$ cat config.mk
export PLATFORM = sky130hd
export DESIGN_NAME = f2i_cvt
export DESIGN_NICKNAME = d
export VERILOG_FILES = /design/src/rtl/f2i_pkg.sv /design/src/rtl/f2i_unpack.sv /design/src/rtl/f2i_round.sv /design/src/rtl/f2i_outreg.sv /design/src/rtl/f2i_cvt.sv
export SDC_FILE = /design/constraint.sdc
export NUM_CORES = 1
export LEC_CHECK = 0
export ABC_AREA = 0
export BUFFER_PORTS_ARGS = -buffer_cell sky130_fd_sc_hd__buf_2
export CAP_MARGIN = 5
export CORE_MARGIN = 4
export CORE_UTILIZATION = 36
export DETAILED_ROUTE_END_ITERATION = 6
export SYNTH_ARGS = -nofsm -noshare
export SYNTH_HDL_FRONTEND = slang
export SYNTH_SLANG_ARGS = --single-unit
$ cat constraint.sdc
create_clock -name clk -period 2.1 [get_ports clk]
set_clock_uncertainty 0.1 [all_clocks]
set_input_delay 0.105 -clock clk [delete_from_list [all_inputs] [get_ports clk]]
set_output_delay 0.105 -clock clk [all_outputs]
set_load 0.01 [all_outputs]
$ cat src/rtl/f2i_pkg.sv
package f2i_pkg;
  localparam int FP_W   = 32;
  localparam int EXP_W  = 8;
  localparam int MAN_W  = 23;
  localparam int INT_W  = 32;
  localparam int BIAS   = 127;
  // derived exponent thresholds
  localparam int SAT_EXP = BIAS + INT_W;       // first exponent that cannot fit
  localparam int TOP_EXP = BIAS + INT_W - 1;   // shift of zero
  localparam int MIN_EXP = BIAS - 1;           // smallest exponent of the main path
  localparam int PAD_W   = INT_W - 1 - MAN_W;  // zero bits below the fraction

  typedef enum logic [1:0] {
    RM_NEAR = 2'b00,
    RM_UP   = 2'b01,
    RM_DOWN = 2'b10,
    RM_ZERO = 2'b11
  } rmode_t;

  typedef struct packed {
    logic [INT_W-1:0] value;
    logic             denorm;
    logic             invalid;
    logic             inexact;
  } f2i_res_t;
endpackage

$ cat src/rtl/f2i_unpack.sv
module f2i_unpack
  import f2i_pkg::*;
(
  input  logic [FP_W-1:0]  fp,
  input  logic             to_signed,
  output logic             sgn,
  output logic [EXP_W-1:0] exp_b,
  output logic [INT_W-1:0] mag,
  output logic             nonzero,
  output logic             denorm
);
  logic [MAN_W-1:0] frac;
  logic             hidden;
  logic             is_nan;

  assign exp_b   = fp[FP_W-2 -: EXP_W];
  assign frac    = fp[MAN_W-1:0];
  assign hidden  = |exp_b;
  assign is_nan  = (&exp_b) & (|frac);
  // an unsigned conversion sees every NaN as positive
  assign sgn     = fp[FP_W-1] & ~(is_nan & ~to_signed);
  // magnitude with the leading one at the top bit of the integer width
  assign mag     = {hidden, frac, {PAD_W{1'b0}}};
  assign nonzero = hidden | (|frac);
  assign denorm  = ~hidden & (|frac);
endmodule

$ cat src/rtl/f2i_round.sv
module f2i_round
  import f2i_pkg::*;
(
  input  logic             sgn,
  input  logic [EXP_W-1:0] exp_b,
  input  logic [INT_W-1:0] mag,
  input  logic             nonzero,
  input  rmode_t           rm,
  input  logic             to_signed,
  output logic [INT_W-1:0] value,
  output logic             invalid,
  output logic             inexact
);
  localparam int SH_W = $clog2(2 * INT_W);
  localparam logic [INT_W-1:0] ALL_ONES = {INT_W{1'b1}};
  localparam logic [INT_W-1:0] LIM_POS  = {1'b0, {(INT_W-1){1'b1}}};
  localparam logic [INT_W-1:0] LIM_NEG  = {1'b1, {(INT_W-1){1'b0}}};

  logic [SH_W-1:0]    shamt;
  logic [2*INT_W-1:0] split;
  logic [INT_W-1:0]   ipart;
  logic [INT_W-1:0]   rem;
  logic [INT_W-1:0]   incr;
  logic [INT_W:0]     rsum;
  logic               carry;
  logic [INT_W-1:0]   dr;
  logic [INT_W-1:0]   lim;
  logic               in_sat;
  logic               in_main;

  assign in_sat  = int'(exp_b) >= SAT_EXP;
  assign in_main = int'(exp_b) >= MIN_EXP;
  assign shamt   = SH_W'(TOP_EXP - int'(exp_b));
  // integer part on top, remainder left-aligned below it
  assign split   = {mag, {INT_W{1'b0}}} >> shamt;
  assign ipart   = split[2*INT_W-1:INT_W];
  assign rem     = split[INT_W-1:0];

  always_comb begin
    case (rm)
      RM_NEAR: incr = {ipart[0], {(INT_W-1){~ipart[0]}}};
      RM_UP:   incr = sgn ? '0 : ALL_ONES;
      RM_DOWN: incr = sgn ? ALL_ONES : '0;
      default: incr = '0;
    endcase
  end

  assign rsum  = {1'b0, rem} + {1'b0, incr};
  assign carry = rsum[INT_W];

  always_comb begin
    value   = '0;
    invalid = 1'b0;
    inexact = 1'b0;
    dr      = ipart;
    lim     = sgn ? LIM_NEG : LIM_POS;
    if (in_sat) begin
      invalid = 1'b1;
      if (to_signed) value = lim;
      else           value = sgn ? '0 : ALL_ONES;
    end else if (in_main) begin
      if (!to_signed) begin
        if (carry) begin
          if (ipart != ALL_ONES) dr = ipart + 1'b1;
          else                   invalid = 1'b1;
        end
        if (sgn && dr != '0) begin
          invalid = 1'b1;
        end else begin
          value = dr;
          if (rem != '0) inexact = 1'b1;
        end
      end else begin
        if (carry && ipart != ALL_ONES) dr = ipart + 1'b1;
        if (dr > lim) begin
          dr      = lim;
          invalid = 1'b1;
        end else if (rem != '0) begin
          inexact = 1'b1;
        end
        value = sgn ? (~dr + 1'b1) : dr;
      end
    end else if (nonzero) begin
      inexact = 1'b1;
      if (rm == RM_UP && !sgn) begin
        value = {{(INT_W-1){1'b0}}, 1'b1};
      end else if (rm == RM_DOWN && sgn) begin
        if (to_signed) value = ALL_ONES;
        else           invalid = 1'b1;
      end
    end
  end
endmodule

$ cat src/rtl/f2i_outreg.sv
module f2i_outreg #(
  parameter int W = 35
) (
  input  logic         clk,
  input  logic         rst_n,
  input  logic         in_valid,
  output logic         in_ready,
  input  logic [W-1:0] in_data,
  output logic         out_valid,
  input  logic         out_ready,
  output logic [W-1:0] out_data
);
  assign in_ready = ~out_valid | out_ready;

  always_ff @(posedge clk or negedge rst_n) begin
    if (!rst_n) begin
      out_valid <= 1'b0;
      out_data  <= '0;
    end else if (in_ready) begin
      out_valid <= in_valid;
      if (in_valid) out_data <= in_data;
    end
  end
endmodule

$ cat src/rtl/f2i_cvt.sv
module f2i_cvt
  import f2i_pkg::*;
(
  input  logic             clk,
  input  logic             rst_n,
  input  logic             in_valid,
  output logic             in_ready,
  input  logic [FP_W-1:0]  in_fp,
  input  logic             in_signed,
  input  logic             in_truncate,
  input  logic [1:0]       in_rmode,
  output logic             out_valid,
  input  logic             out_ready,
  output logic [INT_W-1:0] out_int,
  output logic             out_denorm,
  output logic             out_invalid,
  output logic             out_inexact
);
  localparam int RES_W = $bits(f2i_res_t);

  logic             u_sgn;
  logic [EXP_W-1:0] u_exp;
  logic [INT_W-1:0] u_mag;
  logic             u_nonzero;
  logic             u_denorm;
  rmode_t           eff_rm;
  f2i_res_t         res_d;
  f2i_res_t         res_q;
  logic [RES_W-1:0] res_q_bits;

  assign eff_rm = in_truncate ? RM_ZERO : rmode_t'(in_rmode);

  f2i_unpack u_unpack (
    .fp        (in_fp),
    .to_signed (in_signed),
    .sgn       (u_sgn),
    .exp_b     (u_exp),
    .mag       (u_mag),
    .nonzero   (u_nonzero),
    .denorm    (u_denorm)
  );

  f2i_round u_round (
    .sgn       (u_sgn),
    .exp_b     (u_exp),
    .mag       (u_mag),
    .nonzero   (u_nonzero),
    .rm        (eff_rm),
    .to_signed (in_signed),
    .value     (res_d.value),
    .invalid   (res_d.invalid),
    .inexact   (res_d.inexact)
  );
  assign res_d.denorm = u_denorm;

  f2i_outreg #(.W(RES_W)) u_outreg (
    .clk       (clk),
    .rst_n     (rst_n),
    .in_valid  (in_valid),
    .in_ready  (in_ready),
    .in_data   (res_d),
    .out_valid (out_valid),
    .out_ready (out_ready),
    .out_data  (res_q_bits)
  );

  assign res_q       = f2i_res_t'(res_q_bits);
  assign out_int     = res_q.value;
  assign out_denorm  = res_q.denorm;
  assign out_invalid = res_q.invalid;
  assign out_inexact = res_q.inexact;
endmodule

==> run_summary.xml, run 1 <==
<?xml version="1.0" encoding="UTF-8"?>
<metrics>
  <group name="synthesis">
    <metric name="synthesis.yosys.warnings" unit="">0</metric>
    <metric name="netlist.top_cell.by_area" unit="">sky130_fd_sc_hd__dfrtp_1</metric>
    <metric name="synth.top_cells.by_area" unit="">sky130_fd_sc_hd__dfrtp_1 (10%), sky130_fd_sc_hd__ha_1 (9.4%), sky130_fd_sc_hd__nor2_1 (5.7%)</metric>
    <metric name="ys.flop_type" unit="">sky130_fd_sc_hd__dfrtp_1</metric>
    <metric name="sequential_share_of_the_synthesized_area" unit="%">10.38</metric>
    <metric name="average_cell_area_after_synthesis" unit="sq um">7.380</metric>
    <metric name="synth_top_area_share" unit="%">10.38</metric>
    <metric name="synth-async-reset-ratio" unit="%">100.0</metric>
    <metric name="postSynthNetCount" unit="">1281</metric>
    <metric name="synth_edf_count" unit="">0</metric>
    <metric name="synthCells" unit="">1176</metric>
    <metric name="yosysUniqueCellTypes" unit="">110</metric>
    <metric name="synth.ff_latch_count" unit="">36</metric>
    <metric name="post_synth_instance_area" unit="sq um">8678</metric>
  </group>
  <group name="clocking">
    <metric name="clock_sink_count" unit="">36</metric>
    <metric name="clockRootBuffer" unit="">sky130_fd_sc_hd__clkbuf_16</metric>
    <metric name="tritoncts" unit="">done</metric>
    <metric name="cts_max_level" unit="">2</metric>
    <metric name="clockBufferDepth" unit="">2</metric>
    <metric name="clk_pin_slew_worst_paths" unit="ps">60</metric>
    <metric name="clock_latency" unit="ps">290</metric>
    <metric name="cts_made_buffers" unit="">5</metric>
  </group>
  <group name="sta">
    <metric name="fin_ws" unit="ps">-6326</metric>
    <metric name="tightestPinTransition" unit="ps">873.4</metric>
    <metric name="post_route_worst_hold_slack" unit="ps">52.40</metric>
    <metric name="clock.fmax" unit="MHz">118.7</metric>
    <metric name="grt_setup_unrepaired" unit="">yes</metric>
    <metric name="report.final.setup_viol" unit="">34</metric>
    <metric name="hold_viol_final" unit="">0</metric>
    <metric name="drv_slew" unit="">0</metric>
    <metric name="final.min_clock_period" unit="ps">8426</metric>
    <metric name="final.period_utilization" unit="%">401.2</metric>
    <metric name="slew_headroom" unit="%">41.77</metric>
  </group>
  <group name="grt">
    <metric name="grt_use_met1" unit="%">42.71</metric>
    <metric name="global_route.usage.met3" unit="%">6.182</metric>
    <metric name="grt_start_max_net_pins" unit="">37</metric>
    <metric name="grt_overflow_total" unit="">0</metric>
    <metric name="grtUsageMet2" unit="%">52.58</metric>
    <metric name="grt.busiest_layer" unit="">met2</metric>
    <metric name="vias_in_the_first_global_route" unit="">11900</metric>
    <metric name="grt_first_pass_wirelength" unit="microns">67010</metric>
    <metric name="number_of_antenna_violations_at_the_first_check_in_global_routing" unit="">0</metric>
    <metric name="gr-usage-all-layers" unit="%">31.77</metric>
  </group>
  <group name="min_path">
    <metric name="timing.hold.worst.class" unit="">primary input to flip-flop</metric>
  </group>
  <group name="worst_setup_path">
    <metric name="criticalPathCategory" unit="">primary input to flip-flop</metric>
    <metric name="timing.critical_path.mode_cell" unit="">sky130_fd_sc_hd__ha_4</metric>
    <metric name="worstSetupEndpointType" unit="">flip-flop</metric>
    <metric name="cp_top_family" unit="">compound AO/OA/AOI/OAI gates</metric>
    <metric name="worstPathMaxFanout" unit="">7</metric>
    <metric name="cp.arrival" unit="ps">8550</metric>
    <metric name="cpPeakStageDelay" unit="ps">540</metric>
    <metric name="timing.critical_path.slowest_stage_cell" unit="">sky130_fd_sc_hd__mux4_2</metric>
    <metric name="critical_path.n_buffers_inverters" unit="">8</metric>
    <metric name="timing.critical_path.required" unit="ps">2230</metric>
    <metric name="start_kind" unit="">primary input</metric>
  </group>
  <group name="detailed_routing">
    <metric name="drc" unit="">0</metric>
    <metric name="route.detailed.vias_per_inst" unit="">6.074</metric>
    <metric name="routed-via-count" unit="">12740</metric>
    <metric name="drt_first_pass_iters" unit="">6</metric>
    <metric name="totalWireLength" unit="microns">45430</metric>
    <metric name="initialDrtViolationCount" unit="">1418</metric>
    <metric name="wl_per_cell" unit="microns">21.67</metric>
    <metric name="antenna_violating_nets_post_route" unit="">0</metric>
  </group>
  <group name="place">
    <metric name="detailed_place_hpwl" unit="microns">34000</metric>
    <metric name="placed_cells" unit="">1971</metric>
    <metric name="placed_area" unit="sq um">12910</metric>
    <metric name="globalplace.congestion" unit="">1.008</metric>
    <metric name="io_buffer_count" unit="">76</metric>
  </group>
  <group name="power">
    <metric name="power.density_cell_area" unit="nW/um^2">471.9</metric>
    <metric name="finalPower" unit="mW">7.295</metric>
    <metric name="power.static_leakage" unit="nW">7.095</metric>
    <metric name="worst_ir_drop_vdd" unit="V">0.0004103</metric>
  </group>
  <group name="floorplan">
    <metric name="die_area" unit="sq um">26650</metric>
    <metric name="top_level_ports" unit="">77</metric>
    <metric name="floorplan.initialDensity" unit="%">36.75</metric>
    <metric name="floorplan.core_area" unit="sq um">23610</metric>
    <metric name="chipHeight" unit="microns">163.3</metric>
    <metric name="floorplan.die.width" unit="microns">163.3</metric>
    <metric name="rows" unit="">56</metric>
  </group>
  <group name="status">
    <metric name="run_status" unit="">finished, violations left</metric>
    <metric name="failed_checks" unit="">setup timing</metric>
  </group>
  <group name="layout">
    <metric name="layout-drive-gt1-share" unit="%">52.25</metric>
    <metric name="design_area" unit="sq um">15460</metric>
    <metric name="antenna-diode-count" unit="">0</metric>
    <metric name="layout-area-overhead-vs-synth" unit="%">78.14</metric>
    <metric name="nNetsFinal" unit="">1882</metric>
    <metric name="most-common-layout-cells" unit="">sky130_fd_sc_hd__buf_4 (525), sky130_fd_sc_hd__nor2_1 (122), sky130_fd_sc_hd__nand2_1 (100)</metric>
    <metric name="final_common_cell" unit="">sky130_fd_sc_hd__buf_4</metric>
    <metric name="final_non_filler_cell_total" unit="">2097</metric>
  </group>
  <group name="run">
    <metric name="max-cap-violations" unit="">0</metric>
  </group>
</metrics>
==> timing repair <==
action	4_1_cts	5_1_grt
setup endpoints to repair	34	34
resized for setup	213	84
setup buffers	86	46
cloned	3	1
pin swaps	91	61
hold buffers	2	0
hold endpoints to repair	37	0
==> routing by layer <==
| metal | vias up | share of wire [%] |
|---|---|---|
| met5 | - | 0 |
| met4 | 0 | 3.5 |
| met3 | 141 | 9.8 |
| met2 | 723 | 47 |
| met1 | 6106 | 40 |
| li1 | 5768 | - |
==> registers in the layout, indices dropped and copies added, names as in the netlist <==
name / flops
u_outreg.out_valid: 1
u_outreg.out_data: 35
==> cell usage after synthesis, types with 5 or more instances <==
library cell                  n
sky130_fd_sc_hd__nor2_1     131
sky130_fd_sc_hd__nand2_1    114
sky130_fd_sc_hd__a21oi_1     79
sky130_fd_sc_hd__o21ai_0     78
sky130_fd_sc_hd__ha_1        65
sky130_fd_sc_hd__nand3_1     40
sky130_fd_sc_hd__nor3_1      40
sky130_fd_sc_hd__clkbuf_1    39
sky130_fd_sc_hd__dfrtp_1     36
sky130_fd_sc_hd__a31oi_1     30
sky130_fd_sc_hd__inv_1       27
sky130_fd_sc_hd__o211ai_1    24
sky130_fd_sc_hd__mux2i_1     23
sky130_fd_sc_hd__nand4_1     23
sky130_fd_sc_hd__o22ai_1     22
sky130_fd_sc_hd__a21o_1      21
sky130_fd_sc_hd__mux4_2      19
sky130_fd_sc_hd__buf_2       18
sky130_fd_sc_hd__mux2_2      16
sky130_fd_sc_hd__nand2b_1    15
sky130_fd_sc_hd__xnor2_1     15
sky130_fd_sc_hd__o21a_1      14
sky130_fd_sc_hd__a211oi_1    13
sky130_fd_sc_hd__nor4_1      13
sky130_fd_sc_hd__or3_1       13
sky130_fd_sc_hd__and3_1      11
sky130_fd_sc_hd__o2111ai_1   11
sky130_fd_sc_hd__xor2_1      11
sky130_fd_sc_hd__o21ai_1     10
sky130_fd_sc_hd__and2_1       9
sky130_fd_sc_hd__a221oi_1     7
sky130_fd_sc_hd__nor2b_1      7
sky130_fd_sc_hd__or4_1        7
sky130_fd_sc_hd__nor3b_1      6
sky130_fd_sc_hd__o31ai_1      6
sky130_fd_sc_hd__or2_2        6
sky130_fd_sc_hd__a2111o_1     5
sky130_fd_sc_hd__a211o_1      5
sky130_fd_sc_hd__buf_1        5
sky130_fd_sc_hd__buf_6        5
sky130_fd_sc_hd__o221ai_1     5
==> cell type report <==
class,instances,area [sq um]
clock buffers,6,128.9
clock inverters,2,35.03
fillers,1918,8153
inverters,31,140.1
multi-input cells,1036,8569
flip-flops and latches,36,900.9
well taps,319,399.1
repair buffers,667,5286
==> stage by stage <==
stage | worst slack (ps) | util, % | TNS, ps
finish | -6326 | 65.47 | -196310
global route | -6547 | 65.47 | -204150
CTS | -5895 | 62.30 | -181650
detailed placement | -6880 | 54.68 | -212740
global placement | -6739 | 54.68 | -208520
floorplan | -6714 | - | -192260
==> power by group <==
part / total (mW) / leakage, nW / internal (mW) / switching [mW]
Clock: 0.887 / 0.0808 / 0.560 / 0.328
Combinational: 5.52 / 6.58 / 2.66 / 2.87
Sequential: 0.886 / 0.433 / 0.813 / 0.0722
==> worst min-delay path, cell delays in order <==
cell                       delay, ps
sky130_fd_sc_hd__buf_2            70
sky130_fd_sc_hd__nand2b_1        150
sky130_fd_sc_hd__nand2b_1         70
==> cells by family after synthesis <==
family / Yosys count / share of synthesized area, %
AOI/OAI and AO/OA: 407 / 32.68
xor gates and xnor gates: 31 / 3.821
adders and majority gates: 66 / 9.501
buffers and inverters: 104 / 5.594
DFF: 36 / 10.38
muxes: 66 / 11.13
and+or+nand+nor: 466 / 26.89
==> path summary, 6_finish.rpt <==
kind	start	end	slack (ps)	depth (start not counted)
worst max-delay path	in_fp[23]	u_outreg.out_data[13]	-6330	43
worst min-delay path	out_ready	u_outreg.out_valid	50	3
worst max register to register	u_outreg.out_valid	u_outreg.out_data[7]	30	8
worst min register to register	u_outreg.out_data[2]	u_outreg.out_data[2]	380	2
max in group asynchronous	rst_n	u_outreg.out_valid	970	2
min in group asynchronous	rst_n	u_outreg.out_data[21]	370	2
(Power assumes the default switching activity.)
==> run 2, diff against run 1 <==
--- a/config.mk
+++ b/config.mk
@@ -9,7 +9,7 @@
 export BUFFER_PORTS_ARGS = -buffer_cell sky130_fd_sc_hd__buf_2
 export CAP_MARGIN = 5
 export CORE_MARGIN = 4
-export CORE_UTILIZATION = 36
+export CORE_UTILIZATION = 45
 export DETAILED_ROUTE_END_ITERATION = 6
 export SYNTH_ARGS = -nofsm -noshare
 export SYNTH_HDL_FRONTEND = slang
==> run 2 against run 1 <==
  * The run ends with DRC, setup timing left
  * Clock-buffer cell count is 1 lower
  * Register-to-register slack hardly changed
  * Worst hold slack better by 1.8 ps
  * Cell count is 6.9% lower
  * Power is 9.3% lower
  * Via count is 4.6% lower
  * Global-route usage is 4.4 points higher
  * Die area is 19% lower
  * Routed wire length is 8.8% lower
  * Combinational power is 9.6% lower
  * Critical path depth is 1 lower
  * Critical path type unchanged
==> run_summary.xml, run 2 (synthesis results as in run 1) <==
<?xml version="1.0" encoding="UTF-8"?>
<metrics>
  <group name="status">
    <metric name="run_status" unit="">finished, violations left</metric>
    <metric name="failed_checks" unit="">DRC, setup timing</metric>
  </group>
  <group name="clocking">
    <metric name="clockBufferDepth" unit="">2</metric>
    <metric name="clock_sink_count" unit="">36</metric>
    <metric name="cts_max_level" unit="">2</metric>
    <metric name="clock_latency" unit="ps">280</metric>
    <metric name="clk_pin_slew_worst_paths" unit="ps">60</metric>
    <metric name="tritoncts" unit="">done</metric>
    <metric name="cts_made_buffers" unit="">5</metric>
    <metric name="clockRootBuffer" unit="">sky130_fd_sc_hd__clkbuf_16</metric>
  </group>
  <group name="detailed_routing">
    <metric name="totalWireLength" unit="microns">41420</metric>
    <metric name="routed-via-count" unit="">12160</metric>
    <metric name="met3_wirelength" unit="microns">2843</metric>
    <metric name="antenna_violating_nets_post_route" unit="">0</metric>
    <metric name="drc" unit="">2</metric>
    <metric name="dr_wl_met2" unit="microns">19820</metric>
    <metric name="route.detailed.vias_per_inst" unit="">6.225</metric>
    <metric name="detail_route.wirelength.met1" unit="microns">16260</metric>
    <metric name="drt_first_pass_iters" unit="">7</metric>
    <metric name="wl_per_cell" unit="microns">21.21</metric>
    <metric name="top_layer_used" unit="">met4</metric>
    <metric name="initialDrtViolationCount" unit="">1153</metric>
  </group>
  <group name="layout">
    <metric name="nNetsFinal" unit="">1797</metric>
    <metric name="most-common-layout-cells" unit="">sky130_fd_sc_hd__buf_4 (482), sky130_fd_sc_hd__nor2_1 (122), sky130_fd_sc_hd__nand2_1 (101)</metric>
    <metric name="antenna-diode-count" unit="">0</metric>
    <metric name="final-seq-area" unit="sq um">900.9</metric>
    <metric name="max_flop_register" unit="">u_outreg.out_data</metric>
    <metric name="design_area" unit="sq um">13950</metric>
    <metric name="fill_cells" unit="">1508</metric>
    <metric name="layout-drive-gt1-share" unit="%">47.14</metric>
    <metric name="largest_register_ffs" unit="">35</metric>
    <metric name="multi_input_comb_area" unit="sq um">8075</metric>
    <metric name="reg.largest.list" unit="">u_outreg.out_data (35), u_outreg.out_valid (1)</metric>
    <metric name="layout-area-overhead-vs-synth" unit="%">60.78</metric>
    <metric name="post-route-util" unit="%">74.10</metric>
    <metric name="final_common_cell" unit="">sky130_fd_sc_hd__buf_4</metric>
    <metric name="final_non_filler_cell_total" unit="">1953</metric>
  </group>
  <group name="min_path">
    <metric name="holdPathStages" unit="">3</metric>
    <metric name="timing.hold.worst.class" unit="">primary input to flip-flop</metric>
    <metric name="hold_end" unit="">u_outreg.out_valid</metric>
    <metric name="hp-start" unit="">out_ready</metric>
  </group>
  <group name="sta">
    <metric name="fin_ws" unit="ps">-6085</metric>
    <metric name="post_route_worst_hold_slack" unit="ps">54.24</metric>
    <metric name="final.min_clock_period" unit="ps">8185</metric>
    <metric name="clock.fmax" unit="MHz">122.2</metric>
    <metric name="drv_slew" unit="">0</metric>
    <metric name="grt_setup_unrepaired" unit="">yes</metric>
    <metric name="slew_headroom" unit="%">42.38</metric>
    <metric name="final.period_utilization" unit="%">389.8</metric>
    <metric name="report.final.setup_viol" unit="">34</metric>
    <metric name="tightestPinTransition" unit="ps">864.3</metric>
    <metric name="hold_viol_final" unit="">0</metric>
    <metric name="setup-tns-final" unit="ps">-183280</metric>
  </group>
  <group name="worst_setup_path">
    <metric name="criticalPathCategory" unit="">primary input to flip-flop</metric>
    <metric name="rr_worst_depth" unit="">8</metric>
    <metric name="regToRegStartpoint" unit="">u_outreg.out_valid</metric>
    <metric name="timing.critical_path.required" unit="ps">2220</metric>
    <metric name="r2r-end" unit="">u_outreg.out_data[21]</metric>
    <metric name="worst-r2r-setup-slack" unit="ps">40</metric>
    <metric name="worstPathMaxFanout" unit="">8</metric>
    <metric name="worstSetupEndpointType" unit="">flip-flop</metric>
    <metric name="timing.critical_path.slowest_stage_cell" unit="">sky130_fd_sc_hd__or4_1</metric>
    <metric name="start_kind" unit="">primary input</metric>
    <metric name="timing.critical_path.mode_cell" unit="">sky130_fd_sc_hd__buf_4</metric>
    <metric name="cpPeakStageDelay" unit="ps">520</metric>
    <metric name="cp.arrival" unit="ps">8300</metric>
  </group>
  <group name="floorplan">
    <metric name="top_level_ports" unit="">77</metric>
    <metric name="floorplan.initialDensity" unit="%">46.09</metric>
    <metric name="rows" unit="">50</metric>
    <metric name="die_area" unit="sq um">21570</metric>
    <metric name="floorplan.die.width" unit="microns">146.9</metric>
    <metric name="chipHeight" unit="microns">146.9</metric>
    <metric name="floorplan.core_area" unit="sq um">18830</metric>
  </group>
  <group name="grt">
    <metric name="number_of_antenna_violations_at_the_first_check_in_global_routing" unit="">0</metric>
    <metric name="gr-usage-all-layers" unit="%">36.21</metric>
    <metric name="grt_start_max_net_pins" unit="">38</metric>
    <metric name="grt_overflow_total" unit="">0</metric>
    <metric name="vias_in_the_first_global_route" unit="">11620</metric>
    <metric name="grt_first_pass_wirelength" unit="microns">63040</metric>
  </group>
  <group name="place">
    <metric name="placed_area" unit="sq um">12690</metric>
    <metric name="io_buffer_count" unit="">76</metric>
    <metric name="globalplace.congestion" unit="">1.016</metric>
    <metric name="placed_cells" unit="">1897</metric>
    <metric name="placement.setup.worst_slack" unit="ps">-6656</metric>
    <metric name="detailed_place_hpwl" unit="microns">32960</metric>
  </group>
  <group name="power">
    <metric name="finalPower" unit="mW">6.616</metric>
    <metric name="power_switching_share" unit="%">45.14</metric>
    <metric name="power.switching" unit="mW">2.987</metric>
    <metric name="worst_ir_drop_vdd" unit="V">0.0003487</metric>
    <metric name="power.static_leakage" unit="nW">6.485</metric>
    <metric name="seq_power_share" unit="%">13.4</metric>
    <metric name="power.share.clock" unit="%">11.3</metric>
    <metric name="p_comb_share" unit="%">75.4</metric>
    <metric name="power.density_cell_area" unit="nW/um^2">474.2</metric>
    <metric name="internal-power" unit="mW">3.630</metric>
  </group>
  <group name="run">
    <metric name="max-cap-violations" unit="">0</metric>
  </group>
</metrics>
## run 2: critical path: cells and delay by family
kind                     cells  cell delay [ps]
adder cells (fa/ha/maj)      4             1040
AND/OR/NAND/NOR              7             1660
buffers and inverters       10             1420
AO/OA/AOI/OAI               21             4060
## run 2: power by group through the flow
stage                     clock network [mW]  logic, mW  registers, mW
final                                  0.745       4.99          0.885
after global routing                   0.781       5.28          0.898
after CTS                              0.749       4.70          0.883
after detailed placement                   0       4.36          0.893
after global placement                     0       4.32          0.892
after floorplan                            0       2.15          0.943
## run 2: cell type report
cell class	instances	share of cell area [%]
multi-input cells	1036	57.87
repair buffers	582	31.34
flip-flops and latches	36	6.456
well taps	260	2.331
inverters	31	0.9684
clock buffers	5	0.8967
clock inverters	3	0.1345
## run 2: what timing repair did
| item | in CTS | in global routing |
|---|---|---|
| pin swaps | 42 | 25 |
| gates cloned | 1 | 0 |
| endpoints found under the hold margin | 37 | 0 |
| hold buffers | 2 | 0 |
| buffers inserted | 39 | 9 |
| endpoints found under the setup margin | 34 | 34 |
| resized for setup | 99 | 57 |
## run 2: worst max path at each step
| stage | slack [ps] | startpoint | depth (start not counted) | to |
|---|---|---|---|---|
| 2_1_floorplan | -6710 | in_fp[23] | 47 | u_outreg.out_data[29] |
| 3_3_place_gp | -6460 | in_fp[23] | 39 | u_outreg.out_data[29] |
| 3_5_place_dp | -6660 | in_fp[23] | 40 | u_outreg.out_data[19] |
| 4_1_cts | -5950 | in_fp[23] | 41 | u_outreg.out_data[29] |
| 5_1_grt | -6400 | in_fp[24] | 43 | u_outreg.out_data[29] |
| 6_report | -6080 | in_fp[24] | 42 | u_outreg.out_data[29] |
## run 2: routing by layer
metal  vias up  track usage [%]
met1      5768            45.46
met5         -                0
met3       161            2.529
met4         0            17.22
met2       639            63.17
li1       5589                -
